## config.mk

```make
export PLATFORM = sky130hd
export DESIGN_NAME = trapret_unit
export DESIGN_NICKNAME = d
export VERILOG_FILES = /design/src/rtl/trapret_pkg.sv /design/src/rtl/trapret_check.sv /design/src/rtl/trapret_update.sv /design/src/rtl/trapret_unit.sv
export SDC_FILE = /design/constraint.sdc
export NUM_CORES = 1
export LEC_CHECK = 0
export ABC_AREA = 1
export CORE_AREA = 2 2 184 186
export DETAILED_ROUTE_END_ITERATION = 10
export DIE_AREA = 0 0 186 188
export DONT_BUFFER_PORTS = 1
export PLACE_DENSITY = 0.54
export SYNTH_ARGS = -nofsm -noshare
export SYNTH_HDL_FRONTEND = slang
export SYNTH_HIERARCHICAL = 1
export SYNTH_SLANG_ARGS = --single-unit
export TNS_END_PERCENT = 50
```

## constraint.sdc

```tcl
create_clock -name clk -period 3 [get_ports clk]
set_input_delay 0.45 -clock clk [delete_from_list [all_inputs] [get_ports clk]]
set_output_delay 0.45 -clock clk [all_outputs]
set_load 0.005 [all_outputs]
```

## src/rtl/trapret_pkg.sv

```systemverilog
package trapret_pkg;

    localparam int STATUS_W = 64;
    localparam int CAUSE_W  = 5;

    // machine status bit positions (decoded by the CSR file)
    localparam int MS_SIE    = 1;
    localparam int MS_MIE    = 3;
    localparam int MS_SPIE   = 5;
    localparam int MS_MPIE   = 7;
    localparam int MS_SPP    = 8;
    localparam int MS_MPP_LO = 11;
    localparam int MS_MPP_HI = 12;
    localparam int MS_TSR    = 22;
    localparam int MS_MPV    = 39;
    // hypervisor status bit positions
    localparam int HS_SPV    = 7;
    localparam int HS_VTSR   = 22;

    typedef enum logic [1:0] {
        PRIV_U   = 2'd0,
        PRIV_S   = 2'd1,
        PRIV_RSV = 2'd2,
        PRIV_M   = 2'd3
    } priv_e;

    typedef enum logic {
        RET_SUP = 1'b0,
        RET_MAC = 1'b1
    } ret_kind_e;

    typedef enum logic [CAUSE_W-1:0] {
        CAUSE_MISALIGN = 5'd0,
        CAUSE_ILLEGAL  = 5'd2,
        CAUSE_VIRT     = 5'd22
    } cause_e;

    typedef struct packed {
        logic   hit;
        cause_e cause;
    } fault_t;

    typedef struct packed {
        logic [STATUS_W-1:0] mstatus;
        logic [STATUS_W-1:0] hstatus;
        priv_e               priv;
        logic                virt;
        logic                swap;
    } ret_state_t;

    function automatic fault_t mk_fault(input cause_e c);
        fault_t f;
        f.hit   = 1'b1;
        f.cause = c;
        return f;
    endfunction

endpackage

```

## src/rtl/trapret_check.sv

```systemverilog
module trapret_check
    import trapret_pkg::*;
(
    input  ret_kind_e           kind,
    input  priv_e               cur_priv,
    input  logic                cur_virt,
    input  logic [STATUS_W-1:0] mstatus,
    input  logic [STATUS_W-1:0] hstatus,
    input  logic [1:0]          pc_low,
    input  logic                has_c,
    input  logic                has_h,
    input  logic                has_pmp,
    input  logic                pmp_none,
    output fault_t              result
);
    logic misaligned;
    priv_e target_m;

    assign misaligned = !has_c && (pc_low != 2'b00);
    assign target_m   = priv_e'(mstatus[MS_MPP_HI:MS_MPP_LO]);

    always_comb begin
        result = '{hit: 1'b0, cause: CAUSE_MISALIGN};
        if (kind == RET_SUP) begin
            if (cur_priv == PRIV_U)
                result = mk_fault(CAUSE_ILLEGAL);
            else if (misaligned)
                result = mk_fault(CAUSE_MISALIGN);
            else if (mstatus[MS_TSR] && cur_priv != PRIV_M)
                result = mk_fault(CAUSE_ILLEGAL);
            else if (has_h && cur_virt && hstatus[HS_VTSR])
                result = mk_fault(CAUSE_VIRT);
        end else begin
            if (cur_priv != PRIV_M)
                result = mk_fault(CAUSE_ILLEGAL);
            else if (misaligned)
                result = mk_fault(CAUSE_MISALIGN);
            else if (has_pmp && pmp_none && target_m != PRIV_M)
                result = mk_fault(CAUSE_ILLEGAL);
        end
    end
endmodule

```

## src/rtl/trapret_update.sv

```systemverilog
module trapret_update
    import trapret_pkg::*;
(
    input  ret_kind_e           kind,
    input  logic                cur_virt,
    input  logic [STATUS_W-1:0] mstatus,
    input  logic [STATUS_W-1:0] hstatus,
    input  logic                has_h,
    output ret_state_t          next
);
    always_comb begin
        next.mstatus = mstatus;
        next.hstatus = hstatus;
        next.virt    = cur_virt;
        next.swap    = 1'b0;
        if (kind == RET_SUP) begin
            next.priv                 = priv_e'({1'b0, mstatus[MS_SPP]});
            next.mstatus[MS_SIE]      = mstatus[MS_SPIE];
            next.mstatus[MS_SPIE]     = 1'b1;
            next.mstatus[MS_SPP]      = 1'b0;
            if (has_h && !cur_virt) begin
                next.virt             = hstatus[HS_SPV];
                next.swap             = hstatus[HS_SPV];
                next.hstatus[HS_SPV]  = 1'b0;
            end
        end else begin
            next.priv                 = priv_e'(mstatus[MS_MPP_HI:MS_MPP_LO]);
            next.mstatus[MS_MIE]      = mstatus[MS_MPIE];
            next.mstatus[MS_MPIE]     = 1'b1;
            next.mstatus[MS_MPP_HI:MS_MPP_LO] = 2'b00;
            next.mstatus[MS_MPV]      = 1'b0;
            if (has_h) begin
                next.virt             = mstatus[MS_MPV];
                next.swap             = mstatus[MS_MPV];
            end
        end
    end
endmodule

```

## src/rtl/trapret_unit.sv

```systemverilog
module trapret_unit
    import trapret_pkg::*;
#(
    parameter int XLEN      = 64,
    parameter int PMP_CNT_W = 7
) (
    input  logic                 clk,
    input  logic                 rst,
    input  logic                 req_valid,
    input  logic                 req_kind,
    input  logic [1:0]           cur_priv,
    input  logic                 cur_virt,
    input  logic [STATUS_W-1:0]  mstatus_in,
    input  logic [STATUS_W-1:0]  hstatus_in,
    input  logic [XLEN-1:0]      sepc_in,
    input  logic [XLEN-1:0]      mepc_in,
    input  logic                 cfg_has_c,
    input  logic                 cfg_has_h,
    input  logic                 cfg_has_pmp,
    input  logic [PMP_CNT_W-1:0] pmp_rule_count,
    output logic                 done,
    output logic                 fault,
    output logic [CAUSE_W-1:0]   fault_code,
    output logic                 swap_pulse,
    output logic [STATUS_W-1:0]  mstatus_out,
    output logic [STATUS_W-1:0]  hstatus_out,
    output logic [1:0]           priv_out,
    output logic                 virt_out,
    output logic [XLEN-1:0]      ret_pc
);
    ret_kind_e       kind;
    logic [XLEN-1:0] sel_pc;
    fault_t          chk;
    ret_state_t      nxt;

    assign kind   = ret_kind_e'(req_kind);
    assign sel_pc = (kind == RET_MAC) ? mepc_in : sepc_in;

    trapret_check u_check (
        .kind     (kind),
        .cur_priv (priv_e'(cur_priv)),
        .cur_virt (cur_virt),
        .mstatus  (mstatus_in),
        .hstatus  (hstatus_in),
        .pc_low   (sel_pc[1:0]),
        .has_c    (cfg_has_c),
        .has_h    (cfg_has_h),
        .has_pmp  (cfg_has_pmp),
        .pmp_none (pmp_rule_count == '0),
        .result   (chk)
    );

    trapret_update u_update (
        .kind     (kind),
        .cur_virt (cur_virt),
        .mstatus  (mstatus_in),
        .hstatus  (hstatus_in),
        .has_h    (cfg_has_h),
        .next     (nxt)
    );

    always_ff @(posedge clk) begin
        if (rst) begin
            done        <= 1'b0;
            fault       <= 1'b0;
            fault_code  <= '0;
            swap_pulse  <= 1'b0;
            mstatus_out <= '0;
            hstatus_out <= '0;
            priv_out    <= PRIV_M;
            virt_out    <= 1'b0;
            ret_pc      <= '0;
        end else begin
            done       <= req_valid && !chk.hit;
            fault      <= req_valid && chk.hit;
            swap_pulse <= req_valid && !chk.hit && nxt.swap;
            if (req_valid && chk.hit)
                fault_code <= chk.cause;
            if (req_valid && !chk.hit) begin
                mstatus_out <= nxt.mstatus;
                hstatus_out <= nxt.hstatus;
                priv_out    <= nxt.priv;
                virt_out    <= nxt.virt;
                ret_pc      <= sel_pc;
            end
        end
    end
endmodule

```

==> run metrics, run 1 <==
register area share after synthesis=41.8%; later-pin clock latency in the skew report=0.51 ns; crit path cell chain=or2_2 -> nor3_1 -> nand3_1 -> nand2_1 -> nand2_1 -> nand2_1 -> inv_2 -> nand2_8 -> buf_4 -> o21ai_1 -> nor2_1; share of layout cells above drive strength 1=4.22%; Routability Congestion=0.838; ANT nets after route=0; Syn Inst Count=1457; setup tns final=0 ns; clock buffers created by TritonCTS=23; ys flop type=dfxtp_1; vias per std cell=4.36; die footprint=0.0350 mm²; worst setup margin=0.741 ns; DP HPWL=19.9 mm; Clock Pin Slew Worst Setup and Hold Paths=0.06 ns; num ports=476; H-tree levels=1; critical path fanouts, max=102; Initial Utilization=29.4%; Worst path slowest cell=buf_4; Area growth, synth to finish=0.708%; final hold vios=0; 1st-iter DRT viols=343; postcts setup bufs=0; pins over their slew limit=0; period utilisation layout=75.3%; WL final=27.8 mm; pwr dens=649 mW/mm²; Cell Area, Synth=0.00972 mm²; Fillers=3657; GRT Total Usage=14.8%; n_diodes=0; Syn Area/Cell=6.67 µm²; Worst path max stage delay=0.75 ns; Crit Path Category=input port to flip-flop; worst vdd ir=353 µV; yosys warns=6; vias in the first global route=7159; num rows=67; Hold Worst Slack=0.0991 ns; TritonCTS clock tree=done; Root Driver=clkbuf_16; Max Cap Violations=0; initial antenna violation count=1; # nets final=1561; DR vias=7625; status=complete, no violations; DR WL/cell=15.9 µm; Worst path most repeated cell=nand2_1; Leak Pwr=4.38 nW; Final min period=2.26 ns; total core area=0.0331 mm²; Setup-failing EPs final=0; synthesized flop and latch total=203; # port buffers=0; Post-route DRC=0; CP Capture Type=flip-flop; drt first pass iters=4; number of synthesized flops with an enable pin=0; Die H=188 µm; Hold Path Class=input port to flip-flop; Max Fclk=443 MHz; Setup WS pre-CTS=0.141 ns; die width=186 µm; most common cell after layout, fill and taps aside=nor2_1; CP bufs+invs=2; arrival time at the worst endpoint=2.70 ns; worst relative slew slack=32.9%; CP Launch Point=pmp_rule_count[5]; most frequent cells in the layout=nor2_1 (471), nand2_1 (221), dfxtp_1 (203), inv_1 (136), o21ai_0 (111); TritonCTS Sinks=203; largest net degree at the start of global routing=144; startpoint types=input port; first-pass GRT wire length=40.2 mm; Worst Tran Pin Value=1.01 ns; RSZ-0062 raised after global routing=false; Worst Path Required=3.44 ns; Reg-to-Reg Start=ret_pc[0]$_SDFFE_PP0P_; Hold Startpoint=mstatus_in[10]; Crit path max-delay family=simple AND/OR/NAND/NOR gates; gr ovfl total=0; Distinct cells, synth=25; Clock Skew=0 ns; Clock Path Buffers=3; async set-reset flop share out of synthesis=0%
-- where the power goes --
group / leakage (nW) / internal (mW) / switching, mW / total (mW)
registers: 1.66 / 2.87 / 0.152 / 3.02
clock network: 0.368 / 1.66 / 1.10 / 2.76
logic: 2.36 / 0.214 / 0.361 / 0.575
-- flip-flops by register name (all words and copies together) (netlist names) --
register     flops
fault            1
mstatus_out     64
ret_pc          64
priv_out         2
virt_out         1
fault_code       5
hstatus_out     64
swap_pulse       1
done             1
-- per-layer routing --
| layer | routed length (µm) | GRT usage, % | vias up |
|---|---|---|---|
| met5 | 0 | 0 | - |
| met4 | 827 | 5.42 | 0 |
| met3 | 3240 | 5.85 | 50 |
| met2 | 13500 | 26.7 | 328 |
| met1 | 10200 | 15.3 | 3314 |
| li1 | - | - | 3933 |
-- per-stage QoR --
stage          cells  total power [mW]  utilization, %  instance area (µm²)
2_1_floorplan   1458              3.65               -                 9720
3_3_place_gp    1710              3.65            27.3                 9040
3_5_place_dp    1710              3.67            27.3                 9040
4_1_cts         1750              6.47            29.6                 9790
5_1_grt         1750              6.67            29.6                 9790
6_report        1750              6.35            29.6                 9790
-- Yosys cell counts, types with 2 or more instances --
master | instances | area [µm²]
nand3_1 | 68 | 340
buf_4 | 131 | 983
buf_1 | 8 | 30.0
dfxtp_1 | 203 | 4060
or2_2 | 2 | 12.5
buf_6 | 15 | 169
nor2_1 | 471 | 1770
buf_2 | 20 | 100
inv_1 | 137 | 514
nand2_1 | 221 | 830
o21ai_0 | 111 | 556
clkbuf_1 | 32 | 120
o21ai_1 | 26 | 130
-- repair_timing --
item / CTS / global route
hold buffers: 1 / 0
hold endpoints to repair: 3 / 0
gates resized for setup: 0 / 0
-- layout make-up --
cell class / instances / area (µm²) / share of cell area, %
Clock buffer: 34 / 687 / 7.02
Clock inverter: 5 / 53.8 / 0.550
Inverter: 139 / 529 / 5.41
Multi-Input combinational cell: 909 / 3730 / 38.1
Sequential cell: 203 / 4060 / 41.5
Tap cell: 448 / 561 / 5.73
Timing Repair Buffer: 12 / 168 / 1.71
-- cells by family after synthesis --
group           share of synthesized area (%)
flops                                    41.8
other cells                            0.0386
buf+inv                                  20.0
compound gates                           7.26
simple gates                             30.9
-- worst register-to-register path, stage by stage, from the launching register on --
cell	delay, ns
dfxtp_1	0.44
inv_1	0.06
nand2_1	0.06
nand2_1	0.06
nor2_1	0.10
-- path summary, 6_finish.rpt --
kind,end,slack [ns],cells past startpoint
worst min-delay path,mstatus_out[10]$_SDFFE_PP0P_,0.1,2
worst max register to register,ret_pc[0]$_SDFFE_PP0P_,2.21,4
worst min register to register,mstatus_out[6]$_SDFFE_PP0P_,0.50,2
worst max-delay path,mstatus_out[20]$_SDFFE_PP0P_,0.74,11
Note: power is estimated with default switching activity, not from simulation.
==> run 2: changes to the inputs <==
clock period = 2.35 ns   (was 3 ns; I/O delays follow)
==> run 2 against run 1 <==
Against the previous run: global-route usage rose by 0.78 points; utilization rose by 3.5 points; clock-buffer cell count fell by 3; largest cell class unchanged; register-to-register slack got worse by 0.62 ns.
==> run metrics, run 2 (same netlist as run 1, synthesis figures left out) <==
status=complete, no violations; Hold Buf Count CTS=95 (+94); area post-placement=0.00912 mm² (+0.91%); die footprint=0.0350 mm² (unchanged); Setup-failing EPs final=0 (unchanged); final instance area=0.0109 mm² (+12%); 1st-iter DRT viols=323 (-5.8%); Max Fclk=523 MHz; die width=186 µm (unchanged); Hold Worst Slack=0.00991 ns (-0.0892 ns); crit path cell chain=or2_2 -> nor3_1 -> nand3_1 -> nand2_1 -> nand2_1 -> nand2_1 -> inv_2 -> nand2_8 -> inv_4 -> buf_12 -> nor2_1 -> nor2_1; # port buffers=0 (unchanged); Crit path max-delay family=simple AND/OR/NAND/NOR gates; RSZ-0062 raised after global routing=false; Reg-to-Reg Start=ret_pc[0]$_SDFFE_PP0P_; CP bufs+invs=3 (+1); TritonCTS clock tree=done; Post-Layout Cell Count=1855 (+6.0%); combinational power share=10.2% (+1.1 points); arrival time at the worst endpoint=2.32 ns (-0.38 ns); postcts setup bufs=0 (unchanged); Hold Startpoint=hstatus_in[11]; WL final=29.2 mm (+5.3%); # resized after CTS=0 (unchanged); CP Launch Point=pmp_rule_count[5]; Crit Path Category=input port to flip-flop; Worst path max stage delay=0.33 ns (-0.42 ns); later-pin clock latency in the skew report=0.52 ns (about the same); most common cell after layout, fill and taps aside=nor2_1; Routability Congestion=0.794 (-5.3%); TritonCTS Sinks=203 (unchanged); final hold vios=0 (unchanged); worst relative slew slack=53.6% (+21 points); setup tns final=0 ns (unchanged); DR WL/cell=15.8 µm (-0.66%); CP Capture Type=flip-flop; startpoint types=input port; Initial Utilization=29.4% (unchanged); H-tree levels=1 (unchanged); Worst path slowest cell=nor3_1; dpl cells=1716 (+0.35%); Root Driver=clkbuf_16; critical path fanouts, max=44 (-57%); DP HPWL=20.2 mm (+1.4%); GRT Total Usage=15.6% (+0.78 points); initial antenna violation count=1 (unchanged); Clock Path Buffers=3 (unchanged); drt first pass iters=5 (+1); vias in the first global route=7771 (+8.5%); worst setup margin=0.439 ns (-0.303 ns); # nets final=1663 (+6.5%); share of layout cells above drive strength 1=4.69% (+0.47 points); Final Power=8.73 mW (+37%); Clock Pin Slew Worst Setup and Hold Paths=0.06 ns (about the same); Clk pwr share=45.7% (+2.3 points); biggest regs=hstatus_out x64, mstatus_out x64, ret_pc x64; clock buffers created by TritonCTS=24 (+4.3%); period utilisation layout=81.3%; Leak Pwr=4.87 nW (+11%); largest net degree at the start of global routing=144 (unchanged); pins over their slew limit=0 (unchanged); cell internal pwr=6.50 mW (+37%); Sw Share=25.5% (+0.16 points); num rows=67 (unchanged); num ports=476 (unchanged); gr ovfl total=0 (unchanged); pwr dens=798 mW/mm² (+23%); Die H=188 µm (unchanged); Setup WS pre-CTS=-0.160 ns (-0.302 ns); Post-route DRC=0 (unchanged); Net Sw Power=2.23 mW (+38%); Worst Tran Pin Value=0.694 ns (-0.313 ns); Clock Skew=0 ns (unchanged); Worst Path Required=2.76 ns (-0.68 ns); vias per std cell=4.39 (+0.82%); final core utilization=33.0% (+3.5 points); worst vdd ir=441 µV (+25%); Final min period=1.91 ns; Hold Path Class=input port to flip-flop; n_diodes=0 (unchanged); first-pass GRT wire length=42.8 mm (+6.3%); total core area=0.0331 mm² (unchanged); most frequent cells in the layout=nor2_1 (471), nand2_1 (221), dfxtp_1 (203), inv_1 (136), o21ai_0 (111); Area growth, synth to finish=12.5%; DR vias=8149 (+6.9%); Seq pwr share=44.2% (-3.3 points); Max Cap Violations=0 (unchanged); Worst path most repeated cell=nand2_1; ANT nets after route=0 (unchanged)
==> run 2: cell count changes in the layout (fill, tap and decap cells not counted), sizes merged <==
cell         delta
inv             +1
clkinvlp        +3
dlygate4sd3    +95
clkbuf          -3
bufinv          +3
buf             +6
==> run 2: power groups by stage <==
| stage | clock, mW | sequential (mW) | combinational (mW) |
|---|---|---|---|
| after floorplan | 0 | 3.85 | 0.805 |
| after global placement | 0 | 3.93 | 0.741 |
| after detailed placement | 0 | 3.93 | 0.757 |
| after CTS | 4.11 | 3.86 | 0.895 |
| after global routing | 4.27 | 3.88 | 1.04 |
| final | 3.98 | 3.85 | 0.888 |
==> run 2: area by class of cell <==
class	instances	area [µm²]
tap	448	561
clock inverter	12	185
inverter	139	529
multi-input combinational	909	3730
sequential	203	4060
fill	3565	22200
timing repair buffer	113	1200
clock buffer	31	667
==> run 2: final timing paths <==
path | endpoint | slack, ns | cells past startpoint
max | hstatus_out[6]$_SDFFE_PP0P_ | 0.44 | 12
max reg2reg | ret_pc[0]$_SDFFE_PP0P_ | 1.59 | 4
min reg2reg | hstatus_out[26]$_SDFFE_PP0P_ | 0.51 | 2
min | hstatus_out[11]$_SDFFE_PP0P_ | 0.01 | 2
==> run 2: routing by layer <==
metal  part of all wire, %  vias to the layer above  GRT usage [%]
met5                 0.044                        -              0
met4                   3.7                        2           6.18
met3                    12                       72           6.74
met2                    48                      392           28.0
met1                    36                     3538           15.6
li1                      -                     4145              -
